==> src/rtl/thr_pkg.sv <==
package thr_pkg;

    // Operating mode of the shared core, in priority order
    typedef enum logic [1:0] {
        MODE_RUN      = 2'd0,
        MODE_STOPGNT  = 2'd1,
        MODE_SHUTDOWN = 2'd2
    } core_mode_e;

    function automatic core_mode_e pick_mode(input logic shutdown, input logic stop_gnt);
        if (shutdown)      return MODE_SHUTDOWN;
        else if (stop_gnt) return MODE_STOPGNT;
        else               return MODE_RUN;
    endfunction

endpackage

==> src/rtl/thr_sync.sv <==
module thr_sync #(
    parameter int   STAGES    = 2,
    parameter logic RESET_VAL = 1'b1
) (
    input  logic clk_i,
    input  logic rst_ni,
    input  logic d_i,
    output logic q_o
);

    logic [STAGES-1:0] sh_d, sh_q;

    always_comb begin
        sh_d = {sh_q[STAGES-2:0], d_i};
    end

    always_ff @(posedge clk_i or negedge rst_ni) begin
        if (!rst_ni) sh_q <= {STAGES{RESET_VAL}};
        else         sh_q <= sh_d;
    end

    assign q_o = sh_q[STAGES-1];

endmodule

==> src/rtl/thr_duty_merge.sv <==
module thr_duty_merge #(
    parameter int THREADS  = 2,
    parameter int DUTY_W   = 3,
    parameter int THERM_ON = 4,
    localparam int PERIOD  = 1 << DUTY_W,
    localparam int EFF_W   = DUTY_W + 1
) (
    input  logic [THREADS-1:0]        sw_en_i,
    input  logic [THREADS*DUTY_W-1:0] sw_duty_i,
    input  logic                      trip_i,
    output logic [EFF_W-1:0]          eff_duty_o
);

    logic [THREADS-1:0][DUTY_W-1:0] cand;

    // A thread contributes only when enabled with a non-zero setting
    for (genvar t = 0; t < THREADS; t++) begin : g_cand
        logic [DUTY_W-1:0] raw;
        assign raw     = sw_duty_i[t*DUTY_W +: DUTY_W];
        assign cand[t] = sw_en_i[t] ? raw : '0;
    end

    logic [DUTY_W-1:0] sw_max;
    logic [EFF_W-1:0]  sw_eff;

    always_comb begin
        sw_max = '0;
        for (int i = 0; i < THREADS; i++) begin
            if (cand[i] > sw_max) sw_max = cand[i];
        end
        sw_eff = (sw_max == '0) ? EFF_W'(PERIOD) : {1'b0, sw_max};
        if (trip_i && (sw_eff > EFF_W'(THERM_ON))) eff_duty_o = EFF_W'(THERM_ON);
        else                                       eff_duty_o = sw_eff;
    end

endmodule

==> src/rtl/thr_state_ctrl.sv <==
module thr_state_ctrl
    import thr_pkg::*;
#(
    parameter int TEMP_W  = 8,
    parameter int DUTY_W  = 3,
    localparam int EFF_W  = DUTY_W + 1
) (
    input  logic              clk_i,
    input  logic              rst_ni,
    input  logic [TEMP_W-1:0] temp_i,
    input  logic [TEMP_W-1:0] cat_thr_i,
    input  logic [TEMP_W-1:0] trip_thr_i,
    input  logic              stop_req_i,
    input  logic [EFF_W-1:0]  eff_duty_i,
    output logic              trip_o,
    output logic              clk_en_o,
    output logic              halt_o,
    output logic              stop_grant_o,
    output logic              irq_block_o,
    output logic              snoop_ok_o
);

    typedef struct packed {
        logic [DUTY_W-1:0] phase;
        logic              cat;
        logic              trip;
        logic              sg;
        logic              clk_en;
    } st_t;

    st_t        st_d, st_q;
    core_mode_e mode;

    always_comb begin
        st_d        = st_q;
        st_d.phase  = st_q.phase + 1'b1;
        st_d.cat    = st_q.cat | (temp_i > cat_thr_i);
        st_d.trip   = (temp_i > trip_thr_i);
        st_d.sg     = stop_req_i;
        st_d.clk_en = !(st_d.cat || st_d.sg) && ({1'b0, st_q.phase} < eff_duty_i);
    end

    always_ff @(posedge clk_i or negedge rst_ni) begin
        if (!rst_ni) st_q <= '0;
        else         st_q <= st_d;
    end

    always_comb begin
        mode         = pick_mode(st_q.cat, st_q.sg);
        halt_o       = (mode != MODE_RUN);
        irq_block_o  = (mode != MODE_RUN);
        snoop_ok_o   = (mode != MODE_SHUTDOWN);
        stop_grant_o = st_q.sg;
        clk_en_o     = st_q.clk_en;
        trip_o       = st_q.trip;
    end

    // shutdown never clears without reset
    a_r8_cat_sticky: assert property (@(posedge clk_i) disable iff (!rst_ni)
        st_q.cat |=> st_q.cat);
    // shutdown halts and gates the clock
    a_r7_cat_halts: assert property (@(posedge clk_i) disable iff (!rst_ni)
        st_q.cat |-> (halt_o && !clk_en_o && !snoop_ok_o));
    // synchronized request enters stop-grant next edge
    a_r9_req_grants: assert property (@(posedge clk_i) disable iff (!rst_ni)
        stop_req_i |=> stop_grant_o);
    // released request leaves stop-grant next edge
    a_r10_release: assert property (@(posedge clk_i) disable iff (!rst_ni)
        !stop_req_i |=> !stop_grant_o);
    // snoops stay served in stop-grant
    a_r9_snoop_in_sg: assert property (@(posedge clk_i) disable iff (!rst_ni)
        (stop_grant_o && !st_q.cat) |-> (snoop_ok_o && irq_block_o && !clk_en_o));

endmodule

==> src/rtl/thermal_throttle_ctrl.sv <==
module thermal_throttle_ctrl #(
    parameter int TEMP_W   = 8,
    parameter int THREADS  = 2,
    parameter int DUTY_W   = 3,
    parameter int SYNC_N   = 2,
    parameter int THERM_ON = (1 << DUTY_W) / 2
) (
    input  logic                      clk_i,
    input  logic                      rst_ni,
    input  logic [TEMP_W-1:0]         temp_i,
    input  logic [TEMP_W-1:0]         cat_thr_i,
    input  logic [TEMP_W-1:0]         trip_thr_i,
    input  logic [THREADS-1:0]        sw_mod_en_i,
    input  logic [THREADS*DUTY_W-1:0] sw_duty_i,
    input  logic                      stop_clk_ni,
    output logic                      clk_en_o,
    output logic                      halt_o,
    output logic                      stop_grant_o,
    output logic                      irq_block_o,
    output logic                      snoop_ok_o
);

    localparam int EFF_W = DUTY_W + 1;

    logic             pin_sync;
    logic             stop_req;
    logic             trip;
    logic [EFF_W-1:0] eff_duty;

    thr_sync #(.STAGES(SYNC_N), .RESET_VAL(1'b1)) u_sync (
        .clk_i  (clk_i),
        .rst_ni (rst_ni),
        .d_i    (stop_clk_ni),
        .q_o    (pin_sync)
    );

    assign stop_req = !pin_sync;

    thr_duty_merge #(.THREADS(THREADS), .DUTY_W(DUTY_W), .THERM_ON(THERM_ON)) u_merge (
        .sw_en_i    (sw_mod_en_i),
        .sw_duty_i  (sw_duty_i),
        .trip_i     (trip),
        .eff_duty_o (eff_duty)
    );

    thr_state_ctrl #(.TEMP_W(TEMP_W), .DUTY_W(DUTY_W)) u_state (
        .clk_i        (clk_i),
        .rst_ni       (rst_ni),
        .temp_i       (temp_i),
        .cat_thr_i    (cat_thr_i),
        .trip_thr_i   (trip_thr_i),
        .stop_req_i   (stop_req),
        .eff_duty_i   (eff_duty),
        .trip_o       (trip),
        .clk_en_o     (clk_en_o),
        .halt_o       (halt_o),
        .stop_grant_o (stop_grant_o),
        .irq_block_o  (irq_block_o),
        .snoop_ok_o   (snoop_ok_o)
    );

    // thermal trip caps the on-time
    a_r6_therm_cap: assert property (@(posedge clk_i) disable iff (!rst_ni)
        trip |-> (eff_duty <= EFF_W'(THERM_ON)));

    // merged on-time never below an active thread's request
    for (genvar t = 0; t < THREADS; t++) begin : g_chk
        a_r4_not_below: assert property (@(posedge clk_i) disable iff (!rst_ni)
            (sw_mod_en_i[t] && (sw_duty_i[t*DUTY_W +: DUTY_W] != '0) && !trip)
            |-> (eff_duty >= {1'b0, sw_duty_i[t*DUTY_W +: DUTY_W]}));
    end

endmodule

==> config.mk <==
export PLATFORM = sky130hd
export DESIGN_NAME = thermal_throttle_ctrl
export DESIGN_NICKNAME = d
export VERILOG_FILES = /design/src/rtl/thr_pkg.sv /design/src/rtl/thr_sync.sv /design/src/rtl/thr_duty_merge.sv /design/src/rtl/thr_state_ctrl.sv /design/src/rtl/thermal_throttle_ctrl.sv
export SDC_FILE = /design/constraint.sdc
export NUM_CORES = 1
export LEC_CHECK = 0
export ABC_AREA = 1
export CAP_MARGIN = 20
export CORE_MARGIN = 10
export CORE_UTILIZATION = 38
export CTS_CLUSTER_DIAMETER = 60
export CTS_CLUSTER_SIZE = 8
export DETAILED_ROUTE_END_ITERATION = 8
export PLACE_DENSITY_LB_ADDON = 0.15
export SKIP_LAST_GASP = 1
export SYNTH_ARGS = -nofsm -noshare
export SYNTH_HDL_FRONTEND = slang
export SYNTH_SLANG_ARGS = --single-unit
==> constraint.sdc <==
create_clock -name clk_i -period 1.1 [get_ports clk_i]
set_input_delay 0.33 -clock clk_i [delete_from_list [all_inputs] [get_ports clk_i]]
set_output_delay 0.33 -clock clk_i [all_outputs]
set_load 0.02 [all_outputs]
==> metrics.cfg <==
[status]
outcome=finished with violations
violations=setup timing

[floorplan]
rows=18
initial_core_util=0.394
fp.dieH_um=70.5
fp.dieArea_um2=4960
pin_count=40
die_w_um=70.5
core_area_um2=2450

[detailed_routing]
vias=1148
drt_wl_total_um=3920
wl_per_cell_um=16.5
ant_nets=0
drc_errors=0
viasPerCell=4.82
drt-initial-drc-count=42
dr.pass1.iters=4

[yosys]
ys_ff_latch=9
ys_top_cells_by_count=inv_1 (28), nand2_1 (24), ha_1 (22), a21oi_1 (9)
synth-edff-count=0
yosysWarnings=0
synthSimpleGateAreaFrac=0.232
synth_top_area_frac=0.285
synthAdderAreaFrac=0.285
synth.area.top_cells=ha_1 (28%), dfrtp_1 (18%), inv_1 (11%)
postSynthCellCount=126
synthMuxAreaShare=0
yosysSeqAreaShare=0.235
syn-num-nets=183
synth_largest_area_cell=ha_1
yosysMostFrequentCell=inv_1
syn-cell-area_um2=967
synth_top_family_by_area=adder cells
syn_area_per_cell_um2=7.68
yosysUniqueCellTypes=24
synth_compound_area_frac=0.123
synth_xor_xnor_area_share=0.00906
synth-async-reset-ratio=1.00
synthFlopType=dfrtp_1

[place]
io_buffers=39
dp_slack_ns=-1.65
gp_congestion=0.761
dpl_cell_area_um2=1710
dp_hpwl_um=2520

[worst_setup_path]
setup.worst_path.end_class=register
criticalPathCategory=primary input to register
cp_max_fo=4
crit_arrival_ns=2.24
start_kind=primary input
regToRegSetupSlack_ns=-0.23
worstPathRequired_ns=1.29

[timing]
hold_viol=0
worst_pin_slew_ns=0.445
finalCritPeriodShare=1.86
slew_viol_final=0
setup_viol=7
hold_ws_ns=0.368
skew_ns=0.00208
fin_ws_ns=-0.949
min_period_ns=2.05
rsz0062_at_grt=true
max_freq_mhz=488
slew_headroom=0.703

[layout]
nNetsFinal=266
drive_above_1_share=0.755
area_growth_pct=118
fillers=134
final_core_util=0.858
diodes=0
final_area_um2=2110

[grt]
antenna_found_initial=0
grt_start_max_net_pins=10
grt_remaining_overflow=0
grt_usage=0.142
grt_pass1_vias=1265
grt_pass1_wl_um=5870

[clock_tree]
ctsLongestPathBuffers=2
numCtsBuffers=3
htreeDepth=1
clock_sinks=9
path_clk_slew_ns=0.07
cts-root-buf=clkbuf_4
cts_tree=built
clk_latency_ns=0.26
cts_hold_buf=0

[pwr]
power.leakage_nw=1.02
pwr_density_cell_nw_per_um2=751
ir_drop_v=0.000509

[flow_run]
drv_cap=0

[min_path]
min_path_type=register to register

[report_power, final]
part | leakage, nW | switching [W] | internal [W]
clock network | 0.0150 | 0.000124 | 0.000140
registers | 0.105 | 0.00000794 | 0.000344
logic | 0.904 | 0.000457 | 0.000509
total | 1.02 | 0.000589 | 0.000993
[logic make-up after synthesis]
family          after synthesis
compound gates               19
xor+xnor                      1
fa+ha+maj                    22
buf+inv                      29
flops                         9
simple gates                 46
[critical path: stages]
cell	delay, ns
buf_8	0.11
nand2_4	0.06
inv_4	0.04
ha_4	0.24
a21oi_4	0.18
buf_4	0.13
buf_4	0.09
nand3_2	0.07
nand2_4	0.10
nand2_1	0.05
a31o_1	0.20
ha_1	0.28
nand2_1	0.08
nand2_1	0.05
nand2_1	0.06
nand2_1	0.07
nor2_2	0.09
[area by class of cell]
| class | instances | area, um^2 | share of cell area |
|---|---|---|---|
| Multi-Input combinational cell | 88 | 1030 | 0.490 |
| Timing Repair Buffer | 79 | 644 | 0.306 |
| Sequential cell | 9 | 228 | 0.108 |
| Inverter | 28 | 138 | 0.0653 |
| Tap cell | 30 | 37.5 | 0.0178 |
| Clock buffer | 4 | 26.3 | 0.0125 |
[flip-flops by register name, summed over array words and instances (netlist names)]
signal	cells
u_state.st_q	4
u_state.trip_o	1
u_state.stop_grant_o	1
u_state.clk_en_o	1
u_sync.sh_q	2
[metrics by stage]
step	setup TNS, ns	total power, W	cells
5_1_grt	-2.19	0.00168	238
4_1_cts	-1.70	0.00147	229
6_report	-1.91	0.00158	238
3_5_place_dp	-4.65	0.00103	213
3_3_place_gp	-4.43	0.000994	213
2_1_floorplan	-1.25	0.000715	126
[timing repair]
action                                  4_1_cts  5_1_grt
buffers inserted                             12        9
pin swaps                                    49       32
resized for setup                           185       24
endpoints found under the setup margin        8        8
[metal layers]
metal / part of all wire / wire [um] / track usage
met1: 0.40 / 1580 / 0.154
met2: 0.54 / 2110 / 0.255
met3: 0.047 / 183 / 0.0367
met4: 0.012 / 46 / 0.0482
met5: 0 / 0 / 0
[layout by cell type, fill, tap and decap left out, drive strengths merged, types with 2 or more instances in the layout]
master and count:
a21oi 10, buf 66, clkbuf 8, clkdlybuf4s50 2
dfrtp 7, dfstp 2, dlygate4sd2 6, ha 22
inv 28, nand2 30, nand3 8, nand4 2
nor2 4, o211ai 2, o21ai 4
[path summary, 6_finish.rpt]
| check | from | end | cells after the start |
|---|---|---|---|
| setup / recovery | sw_mod_en_i[1] | u_state.clk_en_o | 17 |
| hold / removal | u_sync.sh_q[0] | u_sync.sh_q[1] | 0 |
| setup reg to reg | u_state.trip_o | u_state.clk_en_o | 7 |
| hold reg to reg | u_sync.sh_q[0] | u_sync.sh_q[1] | 0 |
| max in group asynchronous | rst_ni | u_sync.sh_q[0] | 1 |
| min in group asynchronous | rst_ni | u_state.st_q[3] | 1 |
No activity file was read; power rests on OpenSTA's default activity.
